[src/rtl/sadc_pkg.sv]
package sadc_pkg;
  localparam int FRAME_LEN = 16;
  localparam int CTRL_LEN  = 8;
  localparam int RES_LEN   = 12;
  localparam int CH_W      = 3;
  localparam int PM_W      = 2;

  typedef enum logic [2:0] {
    ST_IDLE,
    ST_LEAD,
    ST_RUN,
    ST_TAIL,
    ST_GAP
  } phase_t;

  typedef struct packed {
    logic [CH_W-1:0] chan;
    logic            ref_sel;
    logic [PM_W-1:0] pm;
  } ctrl_t;

  // Full outgoing frame: two fixed zero bits, the control fields, then zero padding.
  function automatic logic [FRAME_LEN-1:0] pack_ctrl(input ctrl_t c);
    return {2'b00, c.chan, c.ref_sel, c.pm, {(FRAME_LEN-CTRL_LEN){1'b0}}};
  endfunction
endpackage

[src/rtl/sadc_divider.sv]
module sadc_divider #(
  parameter int DIV_W    = 8,
  parameter int MAX_HALF = 195
) (
  input  logic             clk,
  input  logic             rst,
  input  logic             load,
  input  logic [DIV_W-1:0] half_req,
  input  logic             run,
  output logic             tick,
  output logic [DIV_W-1:0] half_q
);
  logic [DIV_W-1:0] cnt_q;
  logic             req_ok;

  assign req_ok = (half_req != '0) && (32'(half_req) <= MAX_HALF);
  assign tick   = run && (cnt_q == (half_q - DIV_W'(1)));

  always_ff @(posedge clk) begin
    if (rst)                 half_q <= DIV_W'(MAX_HALF);
    else if (load && req_ok) half_q <= half_req;
  end

  always_ff @(posedge clk) begin
    if (rst || !run || tick) cnt_q <= '0;
    else                     cnt_q <= cnt_q + DIV_W'(1);
  end


  cnt_bound_chk: assert property (@(posedge clk) disable iff (rst)
    run |-> (cnt_q < half_q));

  half_range_chk: assert property (@(posedge clk) disable iff (rst)
    (half_q != '0) && (32'(half_q) <= MAX_HALF));
endmodule

[src/rtl/sadc_shifter.sv]
module sadc_shifter #(
  parameter int TX_LEN = 16,
  parameter int RX_LEN = 12
) (
  input  logic              clk,
  input  logic              rst,
  input  logic              load,
  input  logic [TX_LEN-1:0] load_word,
  input  logic              shift_out,
  input  logic              sample,
  input  logic              miso,
  output logic              mosi,
  output logic [RX_LEN-1:0] rx_q
);
  logic [TX_LEN-1:0] tx_q;

  always_ff @(posedge clk) begin
    if (rst) begin
      tx_q <= '0;
      mosi <= 1'b0;
    end else if (load) begin
      mosi <= load_word[TX_LEN-1];
      tx_q <= load_word << 1;
    end else if (shift_out) begin
      mosi <= tx_q[TX_LEN-1];
      tx_q <= tx_q << 1;
    end
  end

  // Only the last RX_LEN bits survive; leading bits fall off the top.
  always_ff @(posedge clk) begin
    if (rst || load) rx_q <= '0;
    else if (sample) rx_q <= {rx_q[RX_LEN-2:0], miso};
  end


  mosi_chg_chk: assert property (@(posedge clk) disable iff (rst)
    !$stable(mosi) |-> $past(load || shift_out));
endmodule

[src/rtl/sadc_tagger.sv]
module sadc_tagger #(
  parameter int CH_W = 3
) (
  input  logic            clk,
  input  logic            rst,
  input  logic            capture,
  input  logic [CH_W-1:0] req_chan,
  output logic [CH_W-1:0] tag_chan,
  output logic            tag_valid
);
  logic [CH_W-1:0] prev_chan;
  logic            prev_valid;

  always_ff @(posedge clk) begin
    if (rst) begin
      prev_chan  <= '0;
      prev_valid <= 1'b0;
      tag_chan   <= '0;
      tag_valid  <= 1'b0;
    end else if (capture) begin
      tag_chan   <= prev_chan;
      tag_valid  <= prev_valid;
      prev_chan  <= req_chan;
      prev_valid <= 1'b1;
    end
  end


  tag_seen_chk: assert property (@(posedge clk) disable iff (rst)
    (capture && prev_valid) |=> tag_valid);
endmodule

[src/rtl/sadc_host.sv]
module sadc_host
  import sadc_pkg::*;
#(
  parameter int DIV_W        = 8,
  parameter int LIMIT_CYCLES = 6250
) (
  input  logic               clk,
  input  logic               rst,
  input  logic               start,
  input  logic [CH_W-1:0]    next_chan,
  input  logic               ref_sel,
  input  logic [PM_W-1:0]    pwr_mode,
  input  logic [DIV_W-1:0]   half_div,
  input  logic               miso,
  output logic               cs_n,
  output logic               sclk,
  output logic               mosi,
  output logic               busy,
  output logic               done,
  output logic [RES_LEN-1:0] result,
  output logic [CH_W-1:0]    res_chan,
  output logic               res_tag_valid
);
  localparam int MAX_HALF  = LIMIT_CYCLES / (2 * FRAME_LEN);
  localparam int EDGE_W    = $clog2(2 * FRAME_LEN);
  localparam int LAST_FALL = 2 * FRAME_LEN - 2;

  phase_t             st_q;
  logic [EDGE_W-1:0]  ecnt_q;
  logic               tick;
  logic [DIV_W-1:0]   half_q;
  logic               accept;
  logic               run;
  logic               rise_en;
  logic               fall_en;
  ctrl_t              ctrl;
  logic [FRAME_LEN-1:0] tx_word;
  logic [RES_LEN-1:0] rx_bits;
  logic [CH_W-1:0]    tag_chan;
  logic               tag_valid;

  assign accept  = (st_q == ST_IDLE) && start;
  assign run     = (st_q != ST_IDLE);
  assign busy    = run;
  assign rise_en = tick && ((st_q == ST_LEAD) || ((st_q == ST_RUN) && ecnt_q[0]));
  assign fall_en = tick && (st_q == ST_RUN) && !ecnt_q[0];

  always_comb begin
    ctrl.chan    = next_chan;
    ctrl.ref_sel = ref_sel;
    ctrl.pm      = pwr_mode;
    tx_word      = pack_ctrl(ctrl);
  end

  sadc_divider #(.DIV_W(DIV_W), .MAX_HALF(MAX_HALF)) u_div (
    .clk(clk), .rst(rst), .load(accept), .half_req(half_div),
    .run(run), .tick(tick), .half_q(half_q)
  );

  sadc_shifter #(.TX_LEN(FRAME_LEN), .RX_LEN(RES_LEN)) u_shift (
    .clk(clk), .rst(rst), .load(accept), .load_word(tx_word),
    .shift_out(fall_en), .sample(rise_en), .miso(miso),
    .mosi(mosi), .rx_q(rx_bits)
  );

  sadc_tagger #(.CH_W(CH_W)) u_tag (
    .clk(clk), .rst(rst), .capture(accept), .req_chan(next_chan),
    .tag_chan(tag_chan), .tag_valid(tag_valid)
  );

  always_ff @(posedge clk) begin
    if (rst) begin
      st_q          <= ST_IDLE;
      ecnt_q        <= '0;
      cs_n          <= 1'b1;
      sclk          <= 1'b0;
      done          <= 1'b0;
      result        <= '0;
      res_chan      <= '0;
      res_tag_valid <= 1'b0;
    end else begin
      done <= 1'b0;
      case (st_q)
        ST_IDLE: begin
          if (start) begin
            cs_n <= 1'b0;
            st_q <= ST_LEAD;
          end
        end
        ST_LEAD: begin
          if (tick) begin
            sclk   <= 1'b1;
            ecnt_q <= '0;
            st_q   <= ST_RUN;
          end
        end
        ST_RUN: begin
          if (tick) begin
            sclk   <= ecnt_q[0];
            ecnt_q <= ecnt_q + EDGE_W'(1);
            if (ecnt_q == EDGE_W'(LAST_FALL)) st_q <= ST_TAIL;
          end
        end
        ST_TAIL: begin
          if (tick) begin
            cs_n          <= 1'b1;
            done          <= 1'b1;
            result        <= rx_bits;
            res_chan      <= tag_chan;
            res_tag_valid <= tag_valid;
            ecnt_q        <= '0;
            st_q          <= ST_GAP;
          end
        end
        ST_GAP: begin
          if (tick) begin
            if (ecnt_q[0]) st_q <= ST_IDLE;
            ecnt_q <= ecnt_q + EDGE_W'(1);
          end
        end
        default: st_q <= ST_IDLE;
      endcase
    end
  end


  idle_lines_chk: assert property (@(posedge clk) disable iff (rst)
    cs_n |-> !sclk);

  sclk_gate_chk: assert property (@(posedge clk) disable iff (rst)
    !$stable(sclk) |-> !cs_n);

  done_pulse_chk: assert property (@(posedge clk) disable iff (rst)
    done |=> !done);

  done_edge_chk: assert property (@(posedge clk) disable iff (rst)
    done |-> $rose(cs_n));

  gap_hold_chk: assert property (@(posedge clk) disable iff (rst)
    $rose(cs_n) |=> (cs_n && busy));

  busy_ignore_chk: assert property (@(posedge clk) disable iff (rst)
    (busy && !$rose(cs_n) && !cs_n) |=> $stable(half_q));
endmodule

[config.mk]
export PLATFORM = sky130hd
export DESIGN_NAME = sadc_host
export DESIGN_NICKNAME = d
export VERILOG_FILES = /design/src/rtl/sadc_pkg.sv /design/src/rtl/sadc_divider.sv /design/src/rtl/sadc_shifter.sv /design/src/rtl/sadc_tagger.sv /design/src/rtl/sadc_host.sv
export SDC_FILE = /design/constraint.sdc
export NUM_CORES = 1
export LEC_CHECK = 0
export BUFFER_PORTS_ARGS = -buffer_cell sky130_fd_sc_hd__clkbuf_2
export CAP_MARGIN = 20
export CORE_MARGIN = 4
export CORE_UTILIZATION = 35
export CTS_CLUSTER_SIZE = 12
export DETAILED_ROUTE_END_ITERATION = 8
export SLEW_MARGIN = 20
export SYNTH_ARGS = -nofsm -noshare
export SYNTH_HDL_FRONTEND = slang
export SYNTH_HIERARCHICAL = 1
export SYNTH_SLANG_ARGS = --single-unit
export TNS_END_PERCENT = 100
[constraint.sdc]
create_clock -name clk -period 5.24 [get_ports clk]
set_input_delay 0.524 -clock clk [delete_from_list [all_inputs] [get_ports clk]]
set_output_delay 0.524 -clock clk [all_outputs]
set_load 0.005 [all_outputs]
==> results.json, run 1 <==
{
  "ant_nets": 0,
  "die_h_um": 109.9,
  "cts_buffer_depth": 2,
  "post_cts_resized": 0,
  "crit_required_ns": 5.45,
  "yosysMostFrequentCell": "dfxtp_1",
  "dp.cells": 558,
  "cts_sinks": 79,
  "maxSlewViolCount": 0,
  "antenna_found_initial": 0,
  "synth-xor-area-share": 0.03614,
  "rows": 36,
  "p_leak_nw": 1.566,
  "tightest_slew_ns": 0.9036,
  "worst_ep_arrival_time_ns": 3.56,
  "synth_compound_area_frac": 0.1425,
  "grt_pass1_wl_um": 12330,
  "status": "finished clean",
  "die_area_um2": 12080,
  "grt-ovfl-total": 0,
  "route.vias.total": 2757,
  "fin_ws_ns": 1.893,
  "post_cts_buffers": 0,
  "multi_input_area_um2": 1917,
  "htreeDepth": 3,
  "cts_hold_buf": 0,
  "synth_top_family_by_area": "simple AND/OR/NAND/NOR gates",
  "rrSetupSlack_ns": 1.89,
  "period_minus_slack_ns": 3.347,
  "rsz0062_at_grt": "false",
  "syn_area_um2": 3635,
  "synth_commonest_cells": "dfxtp_1, nand2_1, mux2i_1, nor2_1, a21oi_1",
  "core_um2": 9955,
  "die_w_um": 109.9,
  "wl_per_cell_um": 12.45,
  "clockRootBuffer": "clkbuf_8",
  "path_max_fanout": 16,
  "synth-simple-area-share": 0.2034,
  "port_buffers": 38,
  "synth_edf_count": 0,
  "cts_tree": "done",
  "syn_avg_cell_area_um2": 9.202,
  "hold_violations": 0,
  "route.met3.wl_um": 234,
  "clock.fmax_mhz": 298.8,
  "top_layer": "met4",
  "drc_errors": 0,
  "wl_met2_um": 3346,
  "ff_latch_area_um2": 1582,
  "setup_viol": 0,
  "syn2layout_area_growth_pct": 13.25,
  "ys.flop_type": "dfxtp_1",
  "via_per_inst": 4.795,
  "nets": 459,
  "start_util": 0.3651,
  "dp_slack_ns": 1.917,
  "muxShareOfSynthArea": 0.1198,
  "clock_skew_ns": 0.01296,
  "ys_types": 57,
  "clock_latency_ns": 0.36,
  "power.density_nw_per_um2": 372.3,
  "path_cells": "or4_1, or3_1, nand2_1, and4b_1, nor2b_2, and3_1, mux2i_1, a211oi_2",
  "postRouteWirelength_um": 7159,
  "cpMaxStageDelayCell": "and3_1",
  "max-cap-violations": 0,
  "grt_start_max_net_pins": 33,
  "irDropWorstVdd_v": 0.0001502,
  "hpwl_um": 4927,
  "timing.final.crit_share": 0.6387,
  "slowest_delay_ns": 0.79,
  "clkSlewWorstSetupHoldPaths_ns": 0.09,
  "finalSetupTns_ns": 0,
  "synth_top_cell_area_share": 0.4351,
  "io_pins": 39,
  "track_usage": 0.1286,
  "place.gp.congestion": 0.9225,
  "slew_headroom": 0.3976,
  "synth.area.top_cells": "dfxtp_1, mux2i_1, nand2_1, nor2_1, a21oi_1",
  "syn_inst": 395,
  "synthAdderAreaFrac": 0.01377,
  "synth_seq_area_share": 0.4351,
  "async_flop_share": 0,
  "drt_iter0_drc": 100,
  "worstSetupStartpointType": "register",
  "end_kind": "register",
  "min_path_type": "input pin to register",
  "drive_above_1_share": 0.1787,
  "stdcell_count": 575,
  "cts_buffers": 9,
  "path_class": "register to register",
  "ys_ff_latch": 79,
  "firstDrtPassIters": 5,
  "yosys_warnings": 6,
  "grt_pass1_vias": 2716,
  "wl_met1_um": 3451,
  "yosysTopAreaCell": "dfxtp_1",
  "fill_cells": 990,
  "total_power_mw": 1.533,
  "antenna_cells": 0
}
stage by stage:
stage / utilization / hold WS [ns] / cell area (um2)
floorplan: - / 0.4312 / 3669
global placement: 0.3933 / 0.4425 / 3915
detailed placement: 0.3933 / 0.4470 / 3915
CTS: 0.4130 / 0.3986 / 4111
global route: 0.4135 / 0.4264 / 4116
finish: 0.4135 / 0.4145 / 4116
flip-flops by register name, indices dropped and copies added (netlist names), 3 cells and up:
| name | count |
|---|---|
| ecnt_q | 5 |
| res_chan | 3 |
| result | 12 |
| st_q | 3 |
| u_div/cnt_q | 8 |
| u_div/half_q | 8 |
| u_shift/rx_q | 12 |
| u_shift/tx_q | 15 |
| u_tag/prev_chan | 3 |
| u_tag/tag_chan | 3 |
logic make-up (layout without fill, tap and decap cells):
family / count (synthesis) / after routing
simple gates: 153 / 153
compound gates: 70 / 70
xor+xnor: 15 / 15
flops: 79 / 79
fa+ha+maj: 4 / 4
mux: 43 / 43
buf+inv: 30 / 68
other cells: 1 / 10
worst paths after layout:
| check | start | end | cells after the start |
|---|---|---|---|
| worst min-delay path | half_div[0] | u_div/half_q[0]$_SDFFE_PP1P_ | 3 |
| worst min register to register | result[2]$_SDFFE_PP0P_ | result[2]$_SDFFE_PP0P_ | 2 |
| worst max-delay path | u_div/half_q[0]$_SDFFE_PP1P_ | u_shift/tx_q[15]$_SDFFE_PP0P_ | 8 |
| worst max register to register | u_div/half_q[0]$_SDFFE_PP1P_ | u_shift/tx_q[15]$_SDFFE_PP0P_ | 8 |
area by class of cell:
type | instances | area share
multi-input combinational | 295 | 0.4657
tap | 133 | 0.04043
timing repair buffer | 42 | 0.05289
clock inverter | 7 | 0.01763
clock buffer | 9 | 0.03009
sequential | 79 | 0.3842
inverter | 10 | 0.009119
per-layer routing:
layer	track usage	vias to the layer above
met5	0	-
met4	0.04987	0
met3	0.03288	11
met2	0.2071	43
met1	0.1643	1261
li1	-	1442
report_power, final:
part           switching (mW)  total (mW)  internal (mW)
sequential             0.0645       0.730          0.665
clock                   0.259       0.446          0.188
combinational           0.193       0.357          0.164
layout by cell type (no fill, tap or decap), types with 5 or more instances in the layout:
master	instances
clkbuf_8	9
inv_1	9
nor2b_1	19
nor2_1	39
a21oi_1	29
nand2b_1	5
xor2_1	9
xnor2_1	6
o21ai_0	6
nand2_1	50
nor3_1	6
dfxtp_1	79
mux2i_1	42
and3_1	5
clkbuf_2	39
a211oi_1	5
conb_1	10
nand3_1	6
a211oi_2	10
worst max-delay path: cells and delay by family, from the launching register on:
kind / cells / cell delay, ns
AND/OR/NAND/NOR: 6 / 2.44
flip-flops: 1 / 0.37
multiplexers: 1 / 0.30
AO/OA/AOI/OAI: 1 / 0.09
Power figures use the tool's default switching activity.
==> run 2, diff against run 1 <==
Clock period 5.24 ns to 2.7 ns, I/O delays scaled along.
==> results.json, run 2 (synthesis gave the netlist of run 1 again) <==
{
  "status": "finished clean",
  "largestRegisters": "u_shift/tx_q x15, result x12, u_shift/rx_q x12",
  "core_um2": 9955,
  "timing.final.crit_share": 0.9534,
  "cts_sinks": 79,
  "grt_start_max_net_pins": 30,
  "irDropWorstVdd_v": 0.0002760,
  "io_pins": 39,
  "finalSetupTns_ns": 0,
  "die_h_um": 109.9,
  "seqPwrFrac": 0.451,
  "most-common-layout-cells": "dfxtp_1, nand2_1, mux2i_1, nor2_1, clkbuf_2",
  "dp.cells": 571,
  "drive_above_1_share": 0.2070,
  "fill_cells": 953,
  "die_w_um": 109.9,
  "dp_slack_ns": 0.1325,
  "cts_buffers": 9,
  "firstDrtPassIters": 4,
  "final_area_um2": 4253,
  "hold_violations": 0,
  "max-cap-violations": 0,
  "holdWs_ns": 0.1682,
  "syn2layout_area_growth_pct": 17.01,
  "clock_latency_ns": 0.36,
  "via_per_inst": 4.784,
  "p_switching_mw": 1.021,
  "clkSlewWorstSetupHoldPaths_ns": 0.09,
  "cts_buffer_depth": 2,
  "pwr-share-comb": 0.263,
  "path_class": "register to register",
  "final_core_util": 0.4272,
  "drc_errors": 0,
  "grt_pass1_wl_um": 12690,
  "antenna_found_initial": 0,
  "crit_required_ns": 2.99,
  "largest-register": "u_shift/tx_q",
  "clockRootBuffer": "clkbuf_8",
  "p_leak_nw": 1.637,
  "nets": 471,
  "worst_ep_arrival_time_ns": 2.86,
  "p_int_mw": 2.020,
  "setup_viol": 0,
  "track_usage": 0.1312,
  "hpwl_um": 5123,
  "p_sw_frac": 0.3358,
  "clock_skew_ns": 0.01685,
  "path_max_fanout": 16,
  "maxSlewViolCount": 0,
  "clock.fmax_mhz": 388.5,
  "start_util": 0.3651,
  "ant_nets": 0,
  "stdcell_count": 587,
  "layout_commonest_cell": "dfxtp_1",
  "route.vias.total": 2808,
  "worstSetupStartpointType": "register",
  "largest_register_ff_count": 15,
  "min_path_type": "input pin to register",
  "wl_per_cell_um": 12.36,
  "antenna_cells": 0,
  "total_power_mw": 3.041,
  "dpl_cell_area_um2": 4039,
  "rsz0062_at_grt": "false",
  "die_area_um2": 12080,
  "rows": 36,
  "period_minus_slack_ns": 2.574,
  "fin_ws_ns": 0.1258,
  "end_kind": "register",
  "post_cts_buffers": 0,
  "cts_tree": "done",
  "htreeDepth": 3,
  "place.gp.congestion": 0.8458,
  "power.density_nw_per_um2": 715.1,
  "grt-ovfl-total": 0,
  "grt_pass1_vias": 2732,
  "postRouteWirelength_um": 7253,
  "port_buffers": 38,
  "pwr-share-clk": 0.286,
  "drt_iter0_drc": 137
}
## run 2: path summary, 6_finish.rpt
path,from,endpoint,slack [ns],cells after the start
max,u_div/half_q[1]$_SDFFE_PP1P_,u_shift/tx_q[1]$_SDFFE_PP0P_,0.13,11
min,half_div[1],u_div/half_q[1]$_SDFFE_PP1P_,0.17,3
min reg2reg,result[8]$_SDFFE_PP0P_,result[8]$_SDFFE_PP0P_,0.46,2
max reg2reg,u_div/half_q[1]$_SDFFE_PP1P_,u_shift/tx_q[1]$_SDFFE_PP0P_,0.13,11
## run 2: metal layers
metal | GRT usage | wire length [um] | vias up
met2 | 0.2071 | 3314 | 22
met5 | 0 | 0 | -
li1 | - | - | 1484
met4 | 0.05076 | 126 | 0
met1 | 0.1724 | 3622 | 1292
met3 | 0.03171 | 190 | 10
## run 2: layout make-up
cell class              count  area [um2]  area share
multi-input cells         295        1936      0.4551
well taps                 133       166.4     0.03913
flip-flops and latches     79        1582      0.3719
clock inverters             7       72.57     0.01706
repair buffers             54       335.3     0.07885
clock buffers               9       123.9     0.02913
inverters                  10       37.54    0.008826
## run 2: what timing repair did
item | CTS | global route
hold buffers | 0 | 0
setup endpoints to repair | 0 | 12
gates resized for setup | 0 | 3
endpoints found under the hold margin | 0 | 0
## run 2: worst max-delay path, cell delays in order, from the launching register on
cell and delay (ns):
dfxtp_1 0.38, inv_1 0.09, ha_1 0.26, and3_1 0.22
o221ai_2 0.22, nand2_1 0.07, and4b_2 0.25, nor2b_2 0.15
and3_1 0.21, buf_12 0.17, or3b_1 0.35, a21oi_1 0.14
## run 2: power groups by stage
stage / Clock, mW / Combinational, mW / Sequential (mW)
2_1_floorplan: 0 / 0.626 / 1.38
5_1_grt: 0.944 / 0.889 / 1.39
6_report: 0.870 / 0.801 / 1.37
3_5_place_dp: 0 / 0.794 / 1.40
3_3_place_gp: 0 / 0.782 / 1.39
4_1_cts: 0.895 / 0.797 / 1.37
==> run 3, diff against run 2 <==
--- a/config.mk
+++ b/config.mk
@@ -8,8 +8,10 @@
 export BUFFER_PORTS_ARGS = -buffer_cell sky130_fd_sc_hd__clkbuf_2
 export CAP_MARGIN = 20
+export CORE_ASPECT_RATIO = 1.75
 export CORE_MARGIN = 4
 export CORE_UTILIZATION = 35
 export CTS_CLUSTER_SIZE = 12
 export DETAILED_ROUTE_END_ITERATION = 8
+export SKIP_LAST_GASP = 1
 export SLEW_MARGIN = 20
 export SYNTH_ARGS = -nofsm -noshare
==> constraint.sdc (replaced) <==
create_clock -name clk -period 2.7 [get_ports clk]
set_input_delay 0.405 -clock clk [delete_from_list [all_inputs] [get_ports clk]]
set_output_delay 0.405 -clock clk [all_outputs]
set_load 0.005 [all_outputs]
==> results.json, run 3 (synthesis gave the netlist of run 1 again) <==
{
  "slew_headroom": 0.6513,
  "holdPathEnd": "u_shift/rx_q[0]$_SDFFE_PP0P_",
  "track_usage": 0.1309,
  "route.vias.total": 2849,
  "via_per_inst": 4.921,
  "grt_pass1_wl_um": 12790,
  "postRouteWirelength_um": 7427,
  "clock_skew_ns": 0.005714,
  "end_kind": "register",
  "wl_per_cell_um": 12.83,
  "rrSetupSlack_ns": 0.17,
  "clockRootBuffer": "clkbuf_16",
  "fill_cells": 1001,
  "hold_violations": 0,
  "path_class": "register to register",
  "r2r_cells": 9,
  "io_pins": 39,
  "htreeDepth": 3,
  "grt_start_max_net_pins": 38,
  "cts_tree": "done",
  "largestRegisters": "u_shift/tx_q x15, result x12, u_shift/rx_q x12",
  "cpMaxStageDelayCell": "or4_1",
  "die_w_um": 85.04,
  "layout_commonest_cell": "dfxtp_1",
  "largest_register_ff_count": 15,
  "setup_viol": 0,
  "place.gp.congestion": 0.9032,
  "worstSetupStartpointType": "register",
  "cts_buffers": 9,
  "path_cells": "or4_1, or3_1, nand2_1, and4b_2, nor2b_2, and3_1, buf_12, mux2i_1, a211oi_2",
  "multi_input_area_um2": 1921,
  "drc_errors": 0,
  "dp_slack_ns": 0.1667,
  "regToRegEndpoint": "u_shift/tx_q[8]$_SDFFE_PP0P_",
  "finalSetupTns_ns": 0,
  "clock.fmax_mhz": 394.7,
  "drive_above_1_share": 0.1969,
  "cts_sinks": 79,
  "max-cap-violations": 0,
  "hpwl_um": 5402,
  "status": "finished clean",
  "port_buffers": 38,
  "clkSlewWorstSetupHoldPaths_ns": 0.06,
  "die_h_um": 142.8,
  "grt_pass1_vias": 2773,
  "worst_ep_arrival_time_ns": 2.74,
  "core_um2": 10240,
  "grt-ovfl-total": 0,
  "maxSlewViolCount": 0,
  "min_path_type": "input pin to register",
  "hold-path-cell-count": 3,
  "ant_nets": 0,
  "path_max_fanout": 16,
  "timing.final.crit_share": 0.9383,
  "dp.cells": 563,
  "largest-register": "u_shift/tx_q",
  "irDropWorstVdd_v": 0.0004386,
  "nets": 469,
  "ff_latch_area_um2": 1582,
  "hp-start": "miso",
  "power.density_nw_per_um2": 789.1,
  "cts_hold_buf": 0,
  "start_util": 0.3550,
  "tightest_slew_ns": 0.5230,
  "die_area_um2": 12140,
  "firstDrtPassIters": 5,
  "final_core_util": 0.4236,
  "most-common-layout-cells": "dfxtp_1, nand2_1, mux2i_1, nor2_1, clkbuf_2",
  "rows": 49,
  "p_leak_nw": 1.677,
  "r2r-start": "u_div/half_q[1]$_SDFFE_PP1P_",
  "drt_iter0_drc": 142,
  "clock_latency_ns": 0.33,
  "crit_path_start": "u_div/half_q[1]$_SDFFE_PP1P_",
  "syn2layout_area_growth_pct": 19.31,
  "cts_buffer_depth": 2,
  "slowest_delay_ns": 0.52,
  "fin_ws_ns": 0.1665,
  "stdcell_count": 579,
  "period_minus_slack_ns": 2.534,
  "antenna_cells": 0,
  "rsz0062_at_grt": "false",
  "antenna_found_initial": 0,
  "crit_required_ns": 2.91
}
-- run 3: changes by cell type in the layout (fill, tap and decap cells not counted), sizes merged --
cell,change
buf,-2
clkbuf,+2
inv,-4
bufinv,+2
-- run 3: what timing repair did --
item,4_1_cts,5_1_grt
gates resized for setup,0,2
endpoints found under the setup margin,0,3
setup buffers,0,0
-- run 3: final cells by class --
| cell class | count | share of cell area |
|---|---|---|
| sequential | 79 | 0.3647 |
| inverter | 10 | 0.008656 |
| tap | 127 | 0.03664 |
| clock inverter | 5 | 0.01875 |
| timing repair buffer | 52 | 0.07473 |
| clock buffer | 11 | 0.05366 |
| multi-input combinational | 295 | 0.4429 |
-- run 3: how the worst max path moves through the flow --
stage	depth (start not counted)	slack, ns	to
2_1_floorplan	10	0.04	u_shift/tx_q[10]$_SDFFE_PP0P_
3_3_place_gp	10	0.21	result[7]$_SDFFE_PP0P_
3_5_place_dp	9	0.17	u_shift/tx_q[8]$_SDFFE_PP0P_
4_1_cts	9	0.15	u_shift/tx_q[8]$_SDFFE_PP0P_
5_1_grt	9	0.0005	result[5]$_SDFFE_PP0P_
6_report	9	0.17	u_shift/tx_q[8]$_SDFFE_PP0P_
-- run 3: report_power, final --
part | switching (mW) | total [mW] | leakage (nW) | internal [mW]
Clock | 0.460 | 1.27 | 0.150 | 0.811
Sequential | 0.0765 | 1.37 | 0.643 | 1.29
Combinational | 0.429 | 0.782 | 0.883 | 0.352
Total | 0.966 | 3.42 | 1.68 | 2.46
-- run 3: per-stage QoR --
step           hold slack, ns  cell area [um2]  power [mW]
2_1_floorplan          0.4312             3670       2.008
3_3_place_gp           0.4412             4016       2.164
3_5_place_dp           0.4458             4016       2.181
4_1_cts                0.2969             4330       3.465
5_1_grt                0.3427             4337       3.618
6_report               0.3133             4337       3.422
-- run 3: worst max-delay path, delay by kind of cell (launching register included) --
kind	cells	cell delay [ns]
compound gates	1	0.09
buf+inv	1	0.17
flops	1	0.33
mux	1	0.23
simple gates	6	1.56
-- run 3: routing by layer --
metal	wire length [um]	global-route usage
met2	3645	0.2160
met1	3241	0.1494
met5	0	0
met3	326	0.03984
met4	214	0.07256
